===== src/rtl/lio_pkg.sv =====
package lio_pkg;

  typedef enum logic [1:0] {
    CYC_IDLE  = 2'd0,
    CYC_ADDR  = 2'd1,
    CYC_WRITE = 2'd2,
    CYC_READ  = 2'd3
  } cyc_e;

  // Classify one bus cycle as seen from a single bank.
  function automatic cyc_e classify(input logic own_bank,
                                    input logic sel,
                                    input logic wr);
    cyc_e c;
    if (!own_bank)  c = CYC_IDLE;
    else if (sel)   c = CYC_ADDR;
    else if (wr)    c = CYC_WRITE;
    else            c = CYC_READ;
    return c;
  endfunction

endpackage


===== src/rtl/lio_rst_sync.sv =====
module lio_rst_sync #(
  parameter int STAGES = 2
) (
  input  logic clk,
  input  logic rst_n,
  output logic rst_sync_n
);

  logic [STAGES-1:0] chain_q;
  logic [STAGES-1:0] chain_d;

  always_comb begin
    chain_d = {chain_q[STAGES-2:0], 1'b1};
  end

  always_ff @(posedge clk or negedge rst_n) begin
    if (!rst_n) chain_q <= '0;
    else        chain_q <= chain_d;
  end

  assign rst_sync_n = chain_q[STAGES-1];

endmodule


===== src/rtl/lio_decode.sv =====
module lio_decode
  import lio_pkg::*;
#(
  parameter int          DW        = 8,
  parameter logic [DW-1:0] PORT_ADDR = '0,
  parameter int          BANK_SIDE = 0
) (
  input  logic          bank_l,
  input  logic          bank_r,
  input  logic          cmd_sel,
  input  logic          cmd_wr,
  input  logic [DW-1:0] bus_in,
  output cyc_e          cyc,
  output logic          addr_hit
);

  localparam int SIDE_IDX = (BANK_SIDE != 0) ? 1 : 0;

  logic [1:0] banks;
  logic       own_bank;

  assign banks    = {bank_r, bank_l};
  assign own_bank = banks[SIDE_IDX];

  always_comb begin
    cyc      = classify(own_bank, cmd_sel, cmd_wr);
    addr_hit = (bus_in == PORT_ADDR);
  end

endmodule


===== src/rtl/lio_sel_latch.sv =====
module lio_sel_latch
  import lio_pkg::*;
(
  input  logic clk,
  input  logic rst_n,
  input  cyc_e cyc,
  input  logic addr_hit,
  output logic sel_q
);

  logic sel_en;
  logic sel_d;

  always_comb begin
    sel_en = (cyc == CYC_ADDR);
    sel_d  = addr_hit;
  end

  always_ff @(posedge clk or negedge rst_n) begin
    if (!rst_n)      sel_q <= 1'b0;
    else if (sel_en) sel_q <= sel_d;
  end

endmodule


===== src/rtl/lio_out_reg.sv =====
module lio_out_reg
  import lio_pkg::*;
#(
  parameter int DW = 8
) (
  input  logic          clk,
  input  logic          rst_n,
  input  cyc_e          cyc,
  input  logic          sel_q,
  input  logic [DW-1:0] bus_in,
  output logic [DW-1:0] out_q
);

  logic          load_en;
  logic [DW-1:0] out_d;

  always_comb begin
    load_en = (cyc == CYC_WRITE) && sel_q;
    out_d   = bus_in;
  end

  always_ff @(posedge clk or negedge rst_n) begin
    if (!rst_n)       out_q <= '0;
    else if (load_en) out_q <= out_d;
  end

endmodule


===== src/rtl/latched_io_port.sv =====
module latched_io_port
  import lio_pkg::*;
#(
  parameter int            DW        = 8,
  parameter logic [DW-1:0] PORT_ADDR = 8'h35,
  parameter int            BANK_SIDE = 0
) (
  input  logic          clk,
  input  logic          rst_n,
  input  logic          bank_l,
  input  logic          bank_r,
  input  logic          cmd_sel,
  input  logic          cmd_wr,
  input  logic [DW-1:0] bus_in,
  output logic [DW-1:0] bus_out,
  output logic          bus_oe,
  input  logic [DW-1:0] user_in,
  output logic [DW-1:0] user_out
);

  logic rst_sync_n;
  cyc_e cyc;
  logic addr_hit;
  logic sel_q;

  lio_rst_sync #(.STAGES(2)) u_rst (
    .clk        (clk),
    .rst_n      (rst_n),
    .rst_sync_n (rst_sync_n)
  );

  lio_decode #(.DW(DW), .PORT_ADDR(PORT_ADDR), .BANK_SIDE(BANK_SIDE)) u_dec (
    .bank_l   (bank_l),
    .bank_r   (bank_r),
    .cmd_sel  (cmd_sel),
    .cmd_wr   (cmd_wr),
    .bus_in   (bus_in),
    .cyc      (cyc),
    .addr_hit (addr_hit)
  );

  lio_sel_latch u_sel (
    .clk      (clk),
    .rst_n    (rst_sync_n),
    .cyc      (cyc),
    .addr_hit (addr_hit),
    .sel_q    (sel_q)
  );

  lio_out_reg #(.DW(DW)) u_out (
    .clk    (clk),
    .rst_n  (rst_sync_n),
    .cyc    (cyc),
    .sel_q  (sel_q),
    .bus_in (bus_in),
    .out_q  (user_out)
  );

  // Read path: drive the user byte only while selected and reading.
  always_comb begin
    bus_oe  = (cyc == CYC_READ) && sel_q;
    bus_out = bus_oe ? user_in : '0;
  end

endmodule


===== config.mk =====
export PLATFORM = sky130hd
export DESIGN_NAME = latched_io_port
export DESIGN_NICKNAME = d
export VERILOG_FILES = /design/src/rtl/lio_pkg.sv /design/src/rtl/lio_rst_sync.sv /design/src/rtl/lio_decode.sv /design/src/rtl/lio_sel_latch.sv /design/src/rtl/lio_out_reg.sv /design/src/rtl/latched_io_port.sv
export SDC_FILE = /design/constraint.sdc
export NUM_CORES = 1
export LEC_CHECK = 0
export ABC_AREA = 1
export BUFFER_PORTS_ARGS = -buffer_cell sky130_fd_sc_hd__buf_2
export CAP_MARGIN = 20
export CORE_UTILIZATION = 35
export CTS_CLUSTER_DIAMETER = 60
export DETAILED_ROUTE_END_ITERATION = 6
export GPL_ROUTABILITY_DRIVEN = 0
export PLACE_DENSITY = 0.73
export SYNTH_ARGS = -nofsm -noshare
export SYNTH_HDL_FRONTEND = slang
export SYNTH_SLANG_ARGS = --single-unit

===== constraint.sdc =====
create_clock -name clk -period 0.8 [get_ports clk]
set_clock_uncertainty 0.05 [all_clocks]
set_input_delay 0.08 -clock clk [delete_from_list [all_inputs] [get_ports clk]]
set_output_delay 0.08 -clock clk [all_outputs]
set_load 0.1 [all_outputs]

After elaboration in Yosys (flattened, before gate mapping)
Index checks and enable logic that the tools add are counted.
- bits in registers: 11
- eq/ne operators: 4
- muxes and demuxes: 4
- reductions and logical operators: 2
- operators by type and width (cell ; count):
    $eq 8x6->1 const B ; 1
    $mux 8 ; 1
    $eq 2x2->1 const B ; 2
    $mux 2 ; 2
    $eq 2x1->1 const B ; 1
    $logic_and 1x1->1 ; 2
    $mux 1 ; 1

Logic depth before layout (Yosys ltp)
Gate-level depths: netlist of the first run.
- depth in word-level cells: 6
- depth in mapped cells: 5
- mapped depth without buffers: 5

Cells and area by module
From an unflattened synthesis of the first run, not the netlist that was laid out.
- cells, all modules: 77
- area, all modules: 593.1 µm²
- modules (own cells, without submodules) (module ; instances ; cells each ; area an instance (µm²)):
    lio_out_reg ; 1 ; 36 ; 354.1
    latched_io_port ; 1 ; 18 ; 81.3
    lio_decode ; 1 ; 14 ; 58.8
    lio_rst_sync ; 1 ; 3 ; 53.8
    lio_sel_latch ; 1 ; 6 ; 45.0

Worst setup path after synthesis of the first run
Ideal clock, no wire load.
- path kind: register to output
- start point: register u_sel.sel_q
- end point: output port bus_out[0]
- arrival: 1.904 ns
- data required time: 0.670 ns
- slack: -1.234 ns
- cell stages (with the launch flop): 5
- buffers on the path: 0
- cells stage by stage: dfrtp_1 > inv_1 > nor2_1 > nand2_2 > nor2_1
- cells in the longest elaborated chain, start to end: 2
- RTL lines (what ; line ; source):
    from (decl) ; lio_sel_latch.sv:8 ; output logic sel_q
    from (signal assigned) ; lio_sel_latch.sv:21 ; else if (sel_en) sel_q <= sel_d;
    $logic_and 1x1->1 ; latched_io_port.sv:61 ; bus_oe = (cyc == CYC_READ) && sel_q;
    $mux 8 ; latched_io_port.sv:62 ; bus_out = bus_oe ? user_in : '0;
    to (decl) ; latched_io_port.sv:15 ; output logic [DW-1:0] bus_out,
No other way between the ends.

Worst setup path in the final report of the first run
- start point: register u_sel.sel_q
- end point: output port bus_out[4]
The elaborated chain is that of the path after synthesis.

==> impl.org, run 1 <==
** Outcome
- The run finished, with violations left.
- The final reports fail on setup timing.

** Worst setup path
- Maximum fanout along the worst path :: 5
- The worst setup path is captured at a primary output.
- Setup Crit Path Kind :: flop to primary output
- At the worst endpoint, the required time is roughly 0.67 ns.
- For the worst setup path, the data arrival time is 1.28 ns.
- STA classifies the critical path startpoint as a flop.

** Layout
- 0 antenna diodes ended up in the layout.
- The library cell used most frequently in the layout, excluding fill and tap cells, is sky130_fd_sc_hd__buf_2.
- Summing all multi-input logic gate instances after layout gives 324 um2.
- Counting the fill cells in the layout gives slightly below 70.
- In the layout the commonest cells are sky130_fd_sc_hd__buf_2 (20), sky130_fd_sc_hd__inv_1 (19), sky130_fd_sc_hd__buf_12 (18), sky130_fd_sc_hd__buf_4 (12), sky130_fd_sc_hd__nor2_4 (9).
- After routing the design area is approximately 1400 um2.
- Final core utilization :: between 80 and 90%
- Reg area :: 300 um2
- Fraction of final layout cells with drive strength greater than 1 :: between 70% and 80%
- Area growth, synth to finish :: 134%
- Post-layout nets :: 152

** Timing
- Setup repair after global routing missed its margin :: yes
- Final Critical Period :: roughly 1.4 ns
- Based on the critical path, the design can be clocked at up to 708 MHz.
- Count of final hold-check violations :: 0
- Setup violations remaining at the end of the flow were counted as 26.
- Max-slew violation count :: 0
- Fraction of the cycle the final worst path needs :: 177%
- Across all setup checks in the final design, the least slack found is -0.613 ns.

** Logic synthesis
- Post-synthesis net count :: 94
- The synthesized netlist devotes roughly a quarter of its cell area to simple gates.
- Multiplexer cells account for 0% of the synthesized area.
- Synthesized area per cell :: around 8.0 um2
- The Yosys step of the flow raised 0 warnings.
- Synth Instances :: slightly above 70
- After Yosys synthesis, XOR and XNOR cells account for 0% of the synthesized area.
- The synthesized netlist devotes 0% of its cell area to adder and majority cells.
- Main combinational cell family by area after synthesis :: simple AND/OR/NAND/NOR gates
- The synthesized netlist devotes about 12% of its cell area to compound gates.
- Area fraction of the dominant cell type after synthesis :: between 40% and 50%
- After synthesis the netlist holds a flip-flop and latch count of 11.
- The cell area that synthesis handed to floorplanning was about 580 um2.
- Post-synth top area cell :: sky130_fd_sc_hd__dfrtp_1
- Leading post-synthesis cells by cell area :: sky130_fd_sc_hd__dfrtp_1 (48%), sky130_fd_sc_hd__inv_1 (14%), sky130_fd_sc_hd__o21ai_2 (12%), sky130_fd_sc_hd__nand2_1 (8.4%), sky130_fd_sc_hd__nor2_1 (7.8%)
- Sequential elements use a little under half of the synthesized area.
- Netlist cell types :: 10

** Route
- In the final routed layout, each cell accounts on average for between 10 and 15 um.
- The routed layout has slightly below 700 vias.
- Wire length reported by the detailed router :: roughly 2100 um
- Routed via count divided by cell count :: 4.77
- In this run the remaining antenna-violating nets after routing total 0.
- Starting DRC count in detailed routing :: 9
- The first TritonRoute pass finished after 4 iterations.
- In the routed design, unresolved DRC markers number 0.

** Die
- Number of core rows :: 14
- Number of ports placed on the die boundary :: 39
- In this run the horizontal extent of the chip is 42.6 um.
- Area enclosed by the die boundary :: 1820 um2
- The core region is about 1500 um2.
- Measured along the y axis, the die boundary spans 42.6 um.
- The initial utilization of the core area, before any placement, comes to a little under two fifths.

** CTS
- Worst-path clk slew :: roughly 0.08 ns
- Skew-Pair Late Insertion Delay :: roughly 0.25 ns
- Buffers inserted during clock tree synthesis total 3.
- The longest clock path from root to sink contains 2 buffers.
- For this design, the sink count on the clock tree is 11.
- Clock root buffer master :: sky130_fd_sc_hd__clkbuf_4
- Clock tree from TritonCTS :: done
- Clock H-tree levels :: 1

** Worst hold path
- The worst hold path belongs to the class input pin to flop.

** Run
- Maximum capacitance violations :: 0

** Global routing
- The number of antenna violations at the first check in global routing was 0.
- Via count of the first global-routing pass :: between 600 and 700
- The first global-routing pass estimated about 2900 um of wire.
- Overflow left after global routing :: 0
- Entering global routing, the biggest net connects 10 pins.
- Global routing used 21.9% of the available tracks.

** Placement
- Input and output buffers added on the ports amount to 37.
- After detailed placement, the total cell area comes to 1180 um2.
- Detailed placement ended at an HPWL of roughly 1300 um.

** Pwr
- Summed over all cells, the static leakage comes to between 0.0006 and 0.0007 uW.
- Across the VDD grid, the largest voltage drop is approximately 0.0014 V.
- Dividing total power by cell area gives a power density of roughly 900 nW/um2.
## cells in the mapped netlist (all sizes together)
cell type   n
nand4       1
o21ai       8
buf         1
nor2       12
conb        1
nand3       1
inv        21
dfrtp      11
nand2      16
## final timing paths
path,cells after the start,end,from,slack (ns)
max in group asynchronous,0,u_out.out_q[5],u_rst.chain_q[1],0.29
max,5,bus_out[4],u_sel.sel_q,-0.61
min,3,u_out.out_q[4],bus_in[4],0.005
min in group asynchronous,2,u_rst.chain_q[0],rst_n,0.08
min reg2reg,0,u_out.out_q[3],u_rst.chain_q[1],0.09
max reg2reg,6,u_out.out_q[1],u_sel.sel_q,-0.31
## stage by stage
stage	setup TNS [ns]	hold slack, ns	instances	power, uW	setup WS (ns)
2_1_floorplan	-6.24	-0.266	72	706	-0.587
3_3_place_gp	-4.16	-0.185	129	813	-0.339
3_5_place_dp	-4.78	-0.183	129	822	-0.394
4_1_cts	-9.89	0.00595	142	1210	-0.615
5_1_grt	-10.91	0.00762	145	1270	-0.676
6_report	-9.73	0.00480	145	1210	-0.613
## routing by layer
| metal | GRT usage (%) | part of all wire [%] |
|---|---|---|
| met1 | 25.2 | 37 |
| met2 | 35.8 | 53 |
| met3 | 9.05 | 6.6 |
| met4 | 8.75 | 3.3 |
| met5 | 0 | 0 |
## worst max-delay path, stage by stage (launching register included)
cell and delay (ns):
sky130_fd_sc_hd__dfrtp_1 0.36, sky130_fd_sc_hd__inv_2 0.05, sky130_fd_sc_hd__nor2_4 0.14, sky130_fd_sc_hd__nand2_4 0.13, sky130_fd_sc_hd__nor2_4 0.15, sky130_fd_sc_hd__buf_12 0.19
## what timing repair did
action / CTS / global route
hold endpoints to repair: 2 / 0
gates resized for setup: 8 / 3
pin swaps: 2 / 0
setup buffers: 6 / 3
hold buffers: 1 / 0
setup endpoints to repair: 25 / 26
gates cloned: 2 / 0
## where the power goes
part / internal [uW] / total, uW / leakage, uW / switching (uW)
clock: 193 / 373 / 0.0000150 / 181
combinational: 103 / 248 / 0.000537 / 145
sequential: 572 / 590 / 0.000133 / 18.1
## registers in the layout, indices dropped and copies added (netlist names)
name	count
u_out.out_q	8
u_rst.chain_q	2
u_sel.sel_q	1
## layout make-up
| cell class | instances | share of cell area [%] |
|---|---|---|
| Sequential cell | 11 | 22.2 |
| Timing Repair Buffer | 53 | 44.2 |
| Clock buffer | 4 | 1.95 |
| Multi-Input combinational cell | 40 | 24.0 |
| Inverter | 21 | 6.12 |
| Tap cell | 16 | 1.48 |
## cell families after synthesis
kind of cell    count (synthesis)
simple gates                   30
buf+inv                        22
flops                          11
compound gates                  8
other cells                     1
No activity file was read; power rests on OpenSTA's default activity.
==> run 2, diff against run 1 <==
- SETUP_SLACK_MARGIN: unset -> 0.5
==> run 2 against run 1 <==
Compared with the run above:
- the run still ends with setup timing left
- sequential share of layout area shrank 0.11 points
- count of clock-buffer cells in the layout did not move
- register-to-register slack lost 0.12 ns
- die area stayed put
- first-iteration DRC count unchanged
- critical path type unchanged
==> impl.org, run 2 (synthesis gave the netlist of run 1 again) <==
** Outcome
- The run finished, with violations left.
- Violated checks :: setup timing

** Worst setup path
- Number of cell instances on the worst register-to-register path :: 7
- For this run, the slowest stage of the critical path takes ~0.37 ns.
- List of cells traversed by the critical path :: inv_2 > nor2_4 > nand2_4 > nor2_4 > buf_12
- Setup Crit Path Kind :: flop to primary output
- Critical path capture point type :: primary output
- Slowest library cell on the worst path :: sky130_fd_sc_hd__dfrtp_1
- Maximum fanout along the worst path :: 5
- Startpoint types :: flop
- STA puts the critical path data required time at about 0.67 ns.
- Critical Path AT :: 1.34 ns
- By instance count, the cell type seen most on the critical path is sky130_fd_sc_hd__nor2_4.

** Die
- Number of core rows :: 14
- Area enclosed by the die boundary :: between 1500 and 2000 um2
- The initial utilization of the core area, before any placement, comes to between 30% and 40%.
- Overall die width :: 42.6 um
- Number of ports placed on the die boundary :: 39
- Vertical die dimension :: about 43 um
- After floorplanning, the core was sized to cover around 1500 um2.

** Timing
- Count of final hold-check violations :: 0
- The total count of max-transition violations in the final report was 0.
- Setup violations remaining at the end of the flow were counted as 26.
- Hold timing on the final database bottoms out at a slack of ~0.0057 ns.
- Setup total negative slack on the finished layout was measured at -11.45 ns.
- Maximum clock frequency :: 682 MHz
- Setup repair after global routing could not meet its margin everywhere.
- Fraction of the cycle the final worst path needs :: 183%
- After layout, the minimum clock period comes to around 1.5 ns.
- Least setup slack across all paths after layout :: -0.667 ns

** Global routing
- Via count of the first global-routing pass :: ~730
- Entering global routing, the biggest net connects 9 pins.
- GRT Total Usage :: approximately a quarter
- First-pass GRT wire length :: ~3300 um
- For this run the aggregate overflow at the end of global routing stands at 0.
- Initial antenna violation count :: 0

** Layout
- The largest registers in the layout are u_out.out_q: 8 flops, u_rst.chain_q: 2 flops, u_sel.sel_q: 1 flops.
- Cells with a size suffix above 1 make up between 70% and 80% of the layout.
- Leaving out fill and tap cells, the most frequent cell in the layout is sky130_fd_sc_hd__buf_2.
- The net count of the finished layout is around 160.
- Post-route non-filler standard cell count :: ~150
- u_out.out_q holds more flip-flops than any other register.
- The register with the most flip-flops in the layout has 8 of them.
- 0 antenna diodes ended up in the layout.
- Leading cell types in the layout, fill and taps excluded :: sky130_fd_sc_hd__buf_2 (20), sky130_fd_sc_hd__inv_1 (19), sky130_fd_sc_hd__buf_12 (18), sky130_fd_sc_hd__buf_4 (12), sky130_fd_sc_hd__nand2_2 (10)
- The area growth from synthesis to layout is 140%.

** Route
- First-pass DRT Iterations :: 4
- In the final routed layout, each cell accounts on average for around 14 um.
- Vias post-DR :: between 600 and 700
- DRC violation count after routing :: 0
- The count of nets left with antenna violations once routing finished came out at 0.
- The routed design has approximately 2000 um of wire.
- Using the TritonRoute via totals, the vias-per-cell ratio works out to around 4.5.
- Starting DRC count in detailed routing :: 9

** CTS
- Worst-case clock buffer depth :: 2
- Clock root buffer master :: sky130_fd_sc_hd__clkbuf_4
- Clock Sink Count :: 11
- Skew-Pair Late Insertion Delay :: between 0.2 and 0.3 ns
- TritonCTS built the clock tree.
- Clock H-tree levels :: 1
- Inserted Clock Buffers :: 3
- Worst-path clk slew :: around 0.07 ns

** Run
- Max-cap violations in this run came to 0.

** Worst hold path
- Cell depth of the worst hold path :: 3
- In this run the worst hold path is classified as input pin to flop.

** Placement
- Once placement completed, the tool counted placed cells totaling approximately 130.
- Buffers added on ports :: 37
- Detailed placement ended at an HPWL of ~1300 um.

** Pwr
- Max IR drop VDD :: 0.00103 V
- Pwr per Cell Area :: just under 900 nW/um2
- The analysis attributes to cell leakage a power of 0.000700 uW.
run 2: final cells by class:
class	count	area, um2
Inverter	21	82.6
Sequential cell	11	307
Clock buffer	4	26.3
Multi-Input combinational cell	40	317
Fill cell	66	139
Tap cell	16	20.0
Timing Repair Buffer	56	633
run 2: worst max-delay path: cells and delay by family (launching register included):
family,cells,cell delay (ns)
buffers and inverters,2,0.24
DFF,1,0.37
and+or+nand+nor,3,0.45
run 2: power by group:
group          internal (uW)  switching, uW
registers                573           11.6
logic                    110            153
clock network            193            181
run 2: repair_timing:
| item | in CTS | in global routing |
|---|---|---|
| gates resized for setup | 11 | 2 |
| pin swaps | 2 | 0 |
| hold buffers | 1 | 0 |
| endpoints found under the setup margin | 36 | 36 |
| gates cloned | 2 | 0 |
| buffers inserted | 9 | 4 |
| hold endpoints to repair | 3 | 0 |
run 2: layer usage:
| metal | share of wire (%) | global-route usage (%) |
|---|---|---|
| met1 | 36 | 24.7 |
| met2 | 59 | 49.7 |
| met3 | 3.8 | 5.60 |
| met4 | 1.9 | 9.38 |
| met5 | 0 | 0 |
run 2: path summary, 6_finish.rpt:
path / slack (ns) / to / startpoint
setup / recovery: -0.67 / bus_out[0] / u_sel.sel_q
hold / removal: 0.006 / u_out.out_q[5] / bus_in[5]
setup reg to reg: -0.43 / u_out.out_q[0] / u_sel.sel_q
hold reg to reg: 0.12 / u_sel.sel_q / u_rst.chain_q[1]
max in group asynchronous: 0.46 / u_out.out_q[1] / u_rst.chain_q[1]
min in group asynchronous: 0.07 / u_rst.chain_q[1] / rst_n
run 2: metrics by stage:
| step | utilization, % | cell area, um2 | power [uW] | worst slack, ns |
|---|---|---|---|---|
| floorplan | - | 694 | 708 | -0.587 |
| global placement | 77.6 | 1180 | 811 | -0.340 |
| detailed placement | 77.6 | 1180 | 820 | -0.396 |
| CTS | 88.5 | 1350 | 1220 | -0.642 |
| global route | 90.9 | 1390 | 1290 | -0.749 |
| finish | 90.9 | 1390 | 1220 | -0.667 |
